==> config.mk <==
export PLATFORM = sky130hd
export DESIGN_NAME = dma_hs_engine
export DESIGN_NICKNAME = d
export VERILOG_FILES = /design/src/rtl/dma_hs_pkg.sv /design/src/rtl/dma_hs_wdog.sv /design/src/rtl/dma_hs_ackdec.sv /design/src/rtl/dma_hs_fsm.sv /design/src/rtl/dma_hs_engine.sv
export SDC_FILE = /design/constraint.sdc
export NUM_CORES = 1
export LEC_CHECK = 0
export ABC_AREA = 1
export BUFFER_PORTS_ARGS = -buffer_cell sky130_fd_sc_hd__buf_2
export CAP_MARGIN = 0
export CORE_MARGIN = 5
export CORE_UTILIZATION = 45
export CTS_CLUSTER_SIZE = 40
export DETAILED_ROUTE_END_ITERATION = 6
export MAX_ROUTING_LAYER = met4
export PLACE_DENSITY = 0.69
export SLEW_MARGIN = 20
export SYNTH_ARGS = -nofsm -noshare
export SYNTH_HDL_FRONTEND = slang
export SYNTH_SLANG_ARGS = --single-unit
==> constraint.sdc <==
create_clock -name clk -period 1.4 [get_ports clk]
set_clock_uncertainty 0.05 [all_clocks]
set_input_delay 0.21 -clock clk [delete_from_list [all_inputs] [get_ports clk]]
set_output_delay 0.21 -clock clk [all_outputs]
set_load 0.005 [all_outputs]
==> src/rtl/dma_hs_pkg.sv <==
package dma_hs_pkg;

  typedef enum logic [2:0] {
    S_IDLE   = 3'd0,
    S_WAIT   = 3'd1,
    S_RD_HS  = 3'd2,
    S_RD_REL = 3'd3,
    S_WR_HS  = 3'd4,
    S_WR_MEM = 3'd5,
    S_DONE   = 3'd6
  } hs_state_t;

  // Request seen high now and on the previous edge: too early for a handshake.
  function automatic logic early_release(input logic prev_hi, input logic req_hi);
    return prev_hi && req_hi;
  endfunction

  // Port select held low in these states.
  function automatic logic ack_phase(input hs_state_t s);
    return (s == S_WAIT) || (s == S_RD_HS) || (s == S_WR_HS) || (s == S_WR_MEM);
  endfunction

  // Address strobe held low in these states.
  function automatic logic strobe_phase(input hs_state_t s);
    return ack_phase(s) || (s == S_RD_REL);
  endfunction

endpackage

==> src/rtl/dma_hs_wdog.sv <==
module dma_hs_wdog #(
  parameter int TO_LIMIT = 256,
  parameter int CNT_W    = (TO_LIMIT > 1) ? $clog2(TO_LIMIT) : 1
) (
  input  logic clk,
  input  logic rst_n,
  input  logic clr,
  input  logic wait_en,
  input  logic progress,
  output logic expire
);
  localparam logic [CNT_W-1:0] LAST = CNT_W'(TO_LIMIT - 1);

  logic [CNT_W-1:0] cnt_q;
  logic             stall;

  assign stall  = wait_en && !progress;
  assign expire = stall && (cnt_q == LAST);

  always_ff @(posedge clk or negedge rst_n) begin
    if (!rst_n)        cnt_q <= '0;
    else if (clr)      cnt_q <= '0;
    else if (expire)   cnt_q <= '0;
    else if (stall)    cnt_q <= cnt_q + 1'b1;
  end
endmodule

==> src/rtl/dma_hs_ackdec.sv <==
module dma_hs_ackdec #(
  parameter int NUM_CH = 4,
  parameter int CH_W   = 2
) (
  input  logic              ack_on,
  input  logic [CH_W-1:0]   chan,
  output logic [NUM_CH-1:0] ack_n
);
  for (genvar i = 0; i < NUM_CH; i++) begin : g_sel
    assign ack_n[i] = !(ack_on && (chan == CH_W'(i)));
  end
endmodule

==> src/rtl/dma_hs_fsm.sv <==
module dma_hs_fsm
  import dma_hs_pkg::*;
#(
  parameter int NUM_CH = 4,
  parameter int CH_W   = 2
) (
  input  logic              clk,
  input  logic              rst_n,
  input  logic              cyc_start,
  input  logic              cyc_wr,
  input  logic [CH_W-1:0]   cyc_chan,
  input  logic [NUM_CH-1:0] req_n,
  input  logic              rdy_n,
  input  logic              expire,
  output hs_state_t         state,
  output logic [CH_W-1:0]   chan_q,
  output logic              skip_q,
  output logic              start_ev,
  output logic              wait_en,
  output logic              progress
);
  hs_state_t       nxt;
  logic            wr_q;
  logic            prev_hi;
  logic [CH_W-1:0] chan_sel;
  logic            req_hi;
  logic            early;
  logic            decide_ev;

  assign chan_sel  = (state == S_IDLE) ? cyc_chan : chan_q;
  assign req_hi    = req_n[chan_sel];
  assign early     = early_release(prev_hi, req_hi);
  assign start_ev  = (state == S_IDLE) && cyc_start;
  assign decide_ev = (state == S_WAIT) && (wr_q || !rdy_n);

  always_comb begin
    nxt      = state;
    wait_en  = 1'b0;
    progress = 1'b0;
    case (state)
      S_IDLE:   if (cyc_start) nxt = S_WAIT;
      S_WAIT: begin
        if (wr_q) begin
          nxt = early ? S_WR_MEM : S_WR_HS;
        end else begin
          wait_en  = 1'b1;
          progress = !rdy_n;
          if (!rdy_n) nxt = early ? S_DONE : S_RD_HS;
        end
      end
      S_RD_HS: begin
        wait_en  = 1'b1;
        progress = req_hi;
        if (req_hi) nxt = S_RD_REL;
      end
      S_RD_REL: nxt = S_DONE;
      S_WR_HS: begin
        wait_en  = 1'b1;
        progress = req_hi;
        if (req_hi) nxt = S_WR_MEM;
      end
      S_WR_MEM: begin
        wait_en  = 1'b1;
        progress = !rdy_n;
        if (!rdy_n) nxt = S_DONE;
      end
      S_DONE:   nxt = S_IDLE;
      default:  nxt = S_IDLE;
    endcase
    if (expire) nxt = S_DONE;
  end

  always_ff @(posedge clk or negedge rst_n) begin
    if (!rst_n) begin
      state   <= S_IDLE;
      chan_q  <= '0;
      wr_q    <= 1'b0;
      prev_hi <= 1'b0;
      skip_q  <= 1'b0;
    end else begin
      state   <= nxt;
      prev_hi <= req_hi;
      if (start_ev) begin
        chan_q <= cyc_chan;
        wr_q   <= cyc_wr;
        skip_q <= 1'b0;
      end else if (decide_ev) begin
        skip_q <= early;
      end
    end
  end
endmodule

==> src/rtl/dma_hs_engine.sv <==
module dma_hs_engine
  import dma_hs_pkg::*;
#(
  parameter int NUM_CH   = 4,
  parameter int TO_LIMIT = 256,
  parameter int CH_W     = (NUM_CH > 1) ? $clog2(NUM_CH) : 1
) (
  input  logic              clk,
  input  logic              rst_n,
  input  logic              cyc_start,
  input  logic              cyc_wr,
  input  logic [CH_W-1:0]   cyc_chan,
  input  logic [NUM_CH-1:0] req_n,
  input  logic              rdy_n,
  output logic [NUM_CH-1:0] ack_n,
  output logic              ack_wr_n,
  output logic              ack_rd_n,
  output logic              strobe_n,
  output logic              mem_we,
  output logic              as_end,
  output logic              bus_to
);
  hs_state_t       state;
  logic [CH_W-1:0] chan_q;
  logic            skip_q;
  logic            start_ev;
  logic            wait_en;
  logic            progress;
  logic            to_fire;
  logic            idle_w;

  dma_hs_fsm #(.NUM_CH(NUM_CH), .CH_W(CH_W)) u_fsm (
    .clk      (clk),
    .rst_n    (rst_n),
    .cyc_start(cyc_start),
    .cyc_wr   (cyc_wr),
    .cyc_chan (cyc_chan),
    .req_n    (req_n),
    .rdy_n    (rdy_n),
    .expire   (to_fire),
    .state    (state),
    .chan_q   (chan_q),
    .skip_q   (skip_q),
    .start_ev (start_ev),
    .wait_en  (wait_en),
    .progress (progress)
  );

  dma_hs_wdog #(.TO_LIMIT(TO_LIMIT)) u_wdog (
    .clk     (clk),
    .rst_n   (rst_n),
    .clr     (start_ev),
    .wait_en (wait_en),
    .progress(progress),
    .expire  (to_fire)
  );

  dma_hs_ackdec #(.NUM_CH(NUM_CH), .CH_W(CH_W)) u_ackdec (
    .ack_on(ack_phase(state)),
    .chan  (chan_q),
    .ack_n (ack_n)
  );

  assign idle_w   = (state == S_IDLE);
  assign strobe_n = !strobe_phase(state);
  assign ack_wr_n = !((state == S_RD_HS) || (state == S_RD_REL));
  assign ack_rd_n = !((state == S_WR_HS) || ((state == S_WR_MEM) && !skip_q));
  assign mem_we   = (state == S_WR_MEM);
  assign as_end   = (state == S_DONE);

  always_ff @(posedge clk or negedge rst_n) begin
    if (!rst_n)        bus_to <= 1'b0;
    else if (start_ev) bus_to <= 1'b0;
    else if (to_fire)  bus_to <= 1'b1;
  end
endmodule

==> results.md, run 1 <==
Yosys:
- The synthesized design spends more area on one cell type than any other, namely sky130_fd_sc_hd__dfrtp_1.
- Ranked by total cell area, the synthesized netlist is headed by sky130_fd_sc_hd__dfrtp_1 (36%), sky130_fd_sc_hd__nand2_1 (11%), sky130_fd_sc_hd__inv_1 (7.7%).
- The gate count after technology mapping is 159.
- The mean area per synthesized cell is 7.40 µm².
- The part of the Yosys area used for sequential elements is 0.361.
- After synthesis, the netlist uses 22 different library cells.
- The fraction of post-synthesis cell area in the top cell type by area is 0.361.
- The number of nets in the synthesized netlist is ~170.
- The cell area that synthesis handed to floorplanning was 1180 µm².
- Yosys printed 0 warnings.
- Synthesis inferred 17 register bits.

Timing:
- The smallest hold slack is 74.2 ps.
- Of the available clock period, the critical path in the final layout requires 1.26.
- Headroom to the max-slew limit came out at 0.721.
- The setup slack after layout is -367 ps.
- For this run, the top clock speed supported by timing is 0.566 GHz.
- The final critical-path required period is roughly 1800 ps.
- Setup repair after global routing could not meet its margin everywhere.
- At the pin with the least slew margin, the transition time is between 400 and 500 ps.
- Setup violations remaining at the end of the flow were counted as 23.
- The final setup TNS is -6250 ps.
- The total count of hold-check failures in the final report came to 0.
- The max-slew violation total from the final report is 0.

Drt:
- After detailed routing, the number of vias per cell comes to 5.40.
- The number of remaining DRC errors is 0.
- The total iterations of the first detailed-routing run is 4.
- The average detailed-routed wire length per instance is 15.6 µm.
- Wires add up to approximately 4000 µm.
- The detail route stage leaves a number of antenna-violating nets equal to 0.
- The first-iteration detailed-routing DRC count is 65.
- The routed layout has about 1,400 vias.

Layout:
- The synthesis-to-finish area growth is 62.4%.
- 0 antenna diodes ended up in the layout.
- With fillers left out, the area of the finished cells amounts to 1910 µm².
- The total of fill cells in the finished design is around 160.
- In the final design database the tool counted 234 nets.
- Once layout is complete, the utilization of the core stands at 0.765.
- The fraction of layout cells with a size suffix above 1 is 0.538.
- In the final layout, flip-flops and latches occupy between 400 and 500 µm².
- Summing all multi-input logic gate instances after layout gives 916 µm².

Hold path:
- The type of the worst min-delay path is in2reg.

Die:
- The initial cell density of the core is 0.471.
- The I/O pin total is 21.
- The floorplan has 18 rows.
- The full die area is 3740 µm².
- The horizontal die dimension is between 60 and 70 µm.
- The die height is 61.2 µm.
- The standard cell core area is 2500 µm².

Power and ir drop:
- After layout, the design draws a total of 4.41 mW.
- The standby leakage power is 0.967 nW.
- Power spread over the standard cell area amounts to 2300 nW/µm².
- The peak supply drop is between 1.5 and 2 mV.

CTS:
- Counting the buffers created by CTS gives 3.
- The clock latency on the worst-skew pair is 300 ps.
- The clock tree from TritonCTS is done.
- CTS built an H-tree with a depth of 1.
- Clock-pin slew was measured on the worst setup and hold paths at 90 ps.
- The clock net in this run drives a total of 17 sinks.
- The tree is rooted in a sky130_fd_sc_hd__clkbuf_4.
- The maximum clock path buffer count is 2.

Setup path:
- In this run the worst path has a maximum fanout of 5.
- At the worst endpoint, the arrival time is 1510 ps.
- The required time at the worst-slack endpoint is 1140 ps.
- The worst setup path is of the reg2out kind.
- The kind of capture point of the worst setup path is an output pin.
- STA classifies the critical path startpoint as a flip-flop.

Run status:
- The final reports fail on setup timing.
- The run finished, with violations left.

Global routing:
- The via count of the first global-routing pass is approximately 1,400.
- The number of antenna violations at the first check in global routing is 0.
- The overall fraction of global-route tracks in use is 0.225.
- Entering global routing, the biggest net connects 18 pins.
- The first global-routing pass estimated 5980 µm of wire.
- After global routing the overflow that remains totals 0.

Place:
- The congestion estimate from routability-driven global placement came to 0.870.
- The instance area at placement is between 1500 and 2000 µm².
- The HPWL after detailed placement is ~2400 µm.
- Port buffering added 20 buffers.

Flow run:
- The max-capacitance violation count is 0.
cells in the mapped netlist, drive strengths merged:
master,instances
a21oi,4
clkbuf,1
dfrtp,17
ha,1
inv,25
nand2,50
nand3,21
nand4,6
nor2,15
nor3,2
o211ai,2
o21ai,10
xor2,5
sequential cells by signal (all words and copies together), names as in the netlist:
| signal | cells |
|---|---|
| u_fsm.state | 3 |
| u_fsm.wr_q | 1 |
| bus_to | 1 |
| u_fsm.prev_hi | 1 |
| u_wdog.cnt_q | 8 |
| u_fsm.skip_q | 1 |
| u_fsm.chan_q | 2 |
cell families (layout without fill, tap and decap cells):
logic type | after synthesis | after routing | synth area share
adders and majority gates | 1 | 1 | 0.0106
and+or+nand+nor | 94 | 96 | 0.433
xor gates and xnor gates | 5 | 5 | 0.0372
AOI/OAI and AO/OA | 16 | 16 | 0.0754
DFF | 17 | 17 | 0.361
buffers and inverters | 26 | 86 | 0.0829
routing by layer:
metal | share of wire | track usage
met1 | 0.38 | 0.246
met4 | 0.041 | 0.115
met2 | 0.54 | 0.397
met3 | 0.041 | 0.0294
met5 | 0 | -
placed cells by master, fill, tap and decap left out, drive strengths merged:
| cell | instances |
|---|---|
| dfrtp | 17 |
| dlygate4sd3 | 1 |
| clkbuf | 4 |
| nand4 | 6 |
| xor2 | 5 |
| inv | 25 |
| nor2 | 16 |
| o21ai | 10 |
| nand3 | 21 |
| nor3 | 2 |
| nand2 | 51 |
| buf | 56 |
| ha | 1 |
| a21oi | 4 |
| o211ai | 2 |
worst max-delay path, stage by stage (launching register included):
cell	delay (ps)
sky130_fd_sc_hd__dfrtp_1	420
sky130_fd_sc_hd__buf_4	160
sky130_fd_sc_hd__nor2_4	120
sky130_fd_sc_hd__nand2_1	70
sky130_fd_sc_hd__nand2_2	90
sky130_fd_sc_hd__inv_2	60
sky130_fd_sc_hd__nand2_4	90
sky130_fd_sc_hd__nand3_2	70
sky130_fd_sc_hd__buf_2	120
path summary, 6_finish.rpt:
kind	slack, ps	start	to	depth (start not counted)
setup reg to reg	-330	u_fsm.state[1]$_DFFE_PN0P_	u_wdog.cnt_q[4]$_DFFE_PN0P_	11
hold reg to reg	480	bus_to$_DFFE_PN0P_	bus_to$_DFFE_PN0P_	2
max in group asynchronous	690	rst_n	u_fsm.skip_q$_DFFE_PN0P_	2
setup / recovery	-370	u_fsm.state[2]$_DFFE_PN0P_	ack_n[3]	8
hold / removal	70	cyc_wr	u_fsm.wr_q$_DFFE_PN0P_	3
min in group asynchronous	310	rst_n	u_fsm.state[1]$_DFFE_PN0P_	2
power by group:
group	total [mW]	switching, mW	internal, mW
registers	0.795	0.145	0.650
logic	3.34	1.93	1.40
clock network	0.272	0.161	0.111
total	4.41	2.24	2.17
layout make-up:
class | count | share of cell area
multi-input cells | 118 | 0.479
flip-flops and latches | 17 | 0.223
repair buffers | 57 | 0.212
inverters | 25 | 0.0530
well taps | 30 | 0.0196
clock buffers | 4 | 0.0137
metrics by stage:
step                      cells  worst slack [ps]
after floorplan             159              -121
after global placement      235              -196
after detailed placement    235              -243
after CTS                   246              -336
after global routing        251              -482
final                       251              -367
timing repair:
item / in CTS / in global routing
pin swaps: 12 / 4
cloned: 2 / 0
hold buffers: 1 / 0
endpoints found under the hold margin: 17 / 0
buffers inserted: 5 / 7
resized for setup: 46 / 19
endpoints found under the setup margin: 22 / 24
Note: power is estimated with default switching activity, not from simulation.
==> inputs of run 2 (changes only) <==
ABC_AREA = 0   (was 1)
==> results.md, run 2 <==
Run status:
- The run finished, with violations left.
- The final reports fail on setup timing.

Timing:
- The total count of hold-check failures in the final report was 0.
- The max-slew headroom at the worst pin is 0.586.
- Setup repair after global routing could not meet its margin everywhere.
- Setup slack on the critical path of the routed design comes to -775 ps.
- Derived from the worst setup path, the maximum achievable clock frequency is approximately 0.46 GHz.
- The final critical-path required period is 2170 ps.
- The final number of setup-violating endpoints is 26.
- The max-slew violation total from the final report is 0.
- The post-route clock period utilization is 1.55.
- The actual transition at the worst max-transition pin is 614 ps.

Layout:
- The library cell used most frequently in the layout, excluding fill and tap cells, is sky130_fd_sc_hd__buf_4.
- Counting flops per register, the top entry is u_wdog.cnt_q.
- The number of antenna diodes in the final layout is 0.
- Compared with the post-synthesis result, the final layout area differs by 57.4%.
- Of the cells placed in the final design, the portion with a size suffix greater than 1 is 0.562.
- The layout net count is 207.
- The library cells used most frequently in the layout, excluding fill and tap cells, are sky130_fd_sc_hd__buf_4 (31), sky130_fd_sc_hd__buf_2 (19), sky130_fd_sc_hd__nand2_1 (14), sky130_fd_sc_hd__dfrtp_1 (14), sky130_fd_sc_hd__buf_6 (12).
- The flip-flop count of the largest register, all copies and words added is 8.
- The final core area utilization is 0.751.
- The post-route non-filler standard cell count is 224.
- The post-route cell area is 1890 µm².
- The largest registers in the layout are u_wdog.cnt_q x8, u_fsm.state x3, u_fsm.chan_q x2.

Flow run:
- Across the run, the number of max-cap violations was 0.

Global routing:
- The number of antenna violations at the first check in global routing is 0.
- Global routing finished with a remaining overflow of 0.
- The global-route wire length before repair is around 6600 µm.
- The overall fraction of global-route tracks in use is 0.246.
- The via count of the first global-routing pass came to 1,435.
- Entering global routing, the biggest net connects 18 pins.

Power and ir drop:
- Of the total power, the clock network draws 0.059.
- The combinational share of power is 0.748.
- The fraction of power consumed by sequential logic is 0.193.
- VDD sags by at most around 2.0 mV.
- The completed layout was analyzed and its total power is 4.71 mW.
- Of the total power, the share spent switching nets is 0.471.
- The standby leakage power is ~0.81 nW.
- The internal power is 2.49 mW.
- In this run the power density over the cells is 2490 nW/µm².
- The net switching power of the design is approximately 2.2 mW.

Setup path:
- The maximum fanout along the worst path is 6.
- The worst register-to-register path ends at u_fsm.state[2]$_DFFE_PN0P_.
- The cell depth of the worst flop-to-flop path is 6.
- The launching point of the worst reg2reg path is u_fsm.state[2]$_DFFE_PN0P_.
- Data on the critical path is required at its endpoint by 1510 ps.
- STA classifies the critical path startpoint as a flip-flop.
- The register-to-register setup slack is -770 ps.
- The worst setup path is of the reg2reg kind.
- STA classifies the critical path endpoint as a flip-flop.
- The signal arrival time at the worst endpoint is 2290 ps.

Yosys:
- In the post-synthesis netlist, the cell with the most instances is sky130_fd_sc_hd__nand2_1.
- The share of the Yosys chip area taken by registers is 0.353.
- The largest total area in the synthesized netlist belongs to sky130_fd_sc_hd__dfrtp_1.
- The number of enable-type register cells in the synthesized netlist is 0.
- Of the total synthesized cell area, the portion taken by full adders, half adders and majority gates is 0.0104.
- The portion of synthesized area spent on multiplexers is 0.0530.
- By area the synthesized netlist is led by sky130_fd_sc_hd__dfrtp_1 (35%), sky130_fd_sc_hd__nand2_1 (5.6%), sky130_fd_sc_hd__nor2_1 (3.7%).
- The commonest cells after synthesis are sky130_fd_sc_hd__nand2_1 (18), sky130_fd_sc_hd__dfrtp_1 (17), sky130_fd_sc_hd__nor2_1 (12).
- After synthesis, the mean cell area works out to 8.92 µm².
- The number of distinct library cells after synthesis is 47.
- The post-synth design cell area is 1200 µm².
- The gate count after technology mapping is 135.
- Of the total synthesized cell area, the portion taken by AND, OR, NAND and NOR gates is 0.265.
- By area, the combinational part of the netlist is dominated by simple AND/OR/NAND/NOR gates.
- The count of warnings emitted by yosys is 0.
- When the netlist entered floorplanning its net count stood at 147.
- The fraction of post-synthesis cell area in the top cell type by area is 0.353.
- The share of the synthesized area in compound gates (AO/OA/AOI/OAI) is 0.256.
- The primary flip-flop cell chosen by synthesis mapping is sky130_fd_sc_hd__dfrtp_1.
- In the synthesized netlist the async set-or-reset flop fraction comes to 1.00.
- Of the total synthesized cell area, the portion taken by XOR and XNOR cells is 0.0146.
- The synthesized flop and latch total is 17.

CTS:
- The clock tree from TritonCTS is done.
- The CTS sink count is 17.
- The maximum clock path buffer count is 2.
- In this run the number of H-tree levels came out at 1.
- The clock transition at the registers of the reported paths is 100 ps.
- The later pin in the worst-skew pair is clocked with a latency of 300 ps.
- Clock tree synthesis selected as its root buffer the cell sky130_fd_sc_hd__clkbuf_4.
- In this run, CTS created clock tree buffers numbering 3.

Place:
- The total instance count after detailed placement is around 200.
- In this run the cell area measured after placement is between 1500 and 2000 µm².
- The number of buffers added on ports is 20.
- After legalization and detailed placement, the total HPWL measured 2530 µm.
- Routability-driven placement finished with a final weighted congestion of 0.885.

Drt:
- The total iterations of the first detailed-routing run is 4.
- The per-cell via count in the routed design is 6.39.
- For this block, the via count after detailed routing is 1,431.
- After detailed routing, the average wire length per cell comes to between 15 and 20 µm.
- The detail route stage leaves a number of antenna-violating nets equal to 0.
- The number of remaining DRC errors is 0.
- For this block, the initial DRC count from the detailed router was 115.
- For this block, the routed nets add up to 4400 µm of wire.

Hold path:
- The worst hold path begins at cyc_wr.
- The capture endpoint of the worst hold path is u_fsm.wr_q$_DFFE_PN0P_.
- The type of the worst min-delay path is in2reg.
- The worst hold path was traced through 2 stages.

Die:
- From bottom edge to top edge, the die measures 61.7 µm.
- For this configuration, the core starts out at a cell density of 0.477.
- The horizontal die dimension is 61.7 µm.
- The count of standard-cell rows is 18.
- The floorplan step defined a die boundary enclosing 3810 µm².
- In this run the count of I/O pins placed on the die edge is 21.
- After floorplanning, the core was sized to cover roughly 2500 µm².
## run 2: metal layers
metal | share of wire | vias up | GRT usage
li1 | - | 630 | -
met1 | 0.38 | 685 | 0.289
met2 | 0.50 | 84 | 0.426
met3 | 0.077 | 32 | 0.0413
met4 | 0.050 | 0 | 0.0818
met5 | 0 | - | -
## run 2: worst max-delay path by stage
stage                                     startpoint                           to  slack, ps  cells after the start
after floorplan           u_fsm.state[2]$_DFFE_PN0P_  u_wdog.cnt_q[5]$_DFFE_PN0P_       -600                      7
after global placement    u_fsm.state[2]$_DFFE_PN0P_   u_fsm.state[0]$_DFFE_PN0P_       -650                      7
after detailed placement  u_fsm.state[2]$_DFFE_PN0P_   u_fsm.state[2]$_DFFE_PN0P_       -730                      7
after CTS                 u_fsm.state[2]$_DFFE_PN0P_  u_wdog.cnt_q[6]$_DFFE_PN0P_       -670                      5
after global routing      u_fsm.state[2]$_DFFE_PN0P_   u_fsm.state[2]$_DFFE_PN0P_       -840                      7
final                     u_fsm.state[2]$_DFFE_PN0P_   u_fsm.state[2]$_DFFE_PN0P_       -770                      6
## run 2: repair_timing
action | in CTS | in global routing
setup endpoints to repair | 26 | 26
hold buffers | 1 | 0
endpoints found under the hold margin | 17 | 0
pin swaps | 18 | 12
buffers inserted | 14 | 5
resized for setup | 35 | 21
## run 2: logic make-up (layout without fill, tap and decap cells)
family                   Yosys count  in the layout
adder cells (fa/ha/maj)            1              1
AO/OA/AOI/OAI                     35             35
AND/OR/NAND/NOR                   62             62
multiplexers                       6              6
flip-flops                        17             17
XOR/XNOR                           2              2
buffers and inverters             12             71
## run 2: worst max-delay path, stage by stage, from the launching register on
cell and delay (ps):
sky130_fd_sc_hd__dfrtp_2 470, sky130_fd_sc_hd__or4b_4 580, sky130_fd_sc_hd__a311oi_2 260, sky130_fd_sc_hd__a32oi_2 110
sky130_fd_sc_hd__buf_6 180, sky130_fd_sc_hd__a311oi_4 260, sky130_fd_sc_hd__a211oi_2 130
## run 2: area by class of cell
class / instances / area [µm²]
flip-flops and latches: 17 / 429
multi-input cells: 106 / 913
repair buffers: 63 / 473
inverters: 4 / 15.0
fillers: 172 / 628
well taps: 30 / 37.5
clock buffers: 4 / 26.3
## run 2: power by group through the flow
stage | clock network, mW | registers [mW] | logic [mW]
detailed placement | 0 | 0.878 | 2.18
floorplan | 0 | 0.822 | 1.52
CTS | 0.280 | 0.893 | 2.90
finish | 0.280 | 0.910 | 3.52
global route | 0.314 | 0.931 | 3.73
global placement | 0 | 0.861 | 2.10
## run 2: metrics by stage
stage	TNS (ps)	worst slack, ps	hold WS (ps)
global route	-15880	-838	84.4
finish	-14300	-775	81.2
CTS	-12710	-670	82.5
detailed placement	-10400	-728	107
floorplan	-7490	-604	-136
global placement	-9050	-652	104
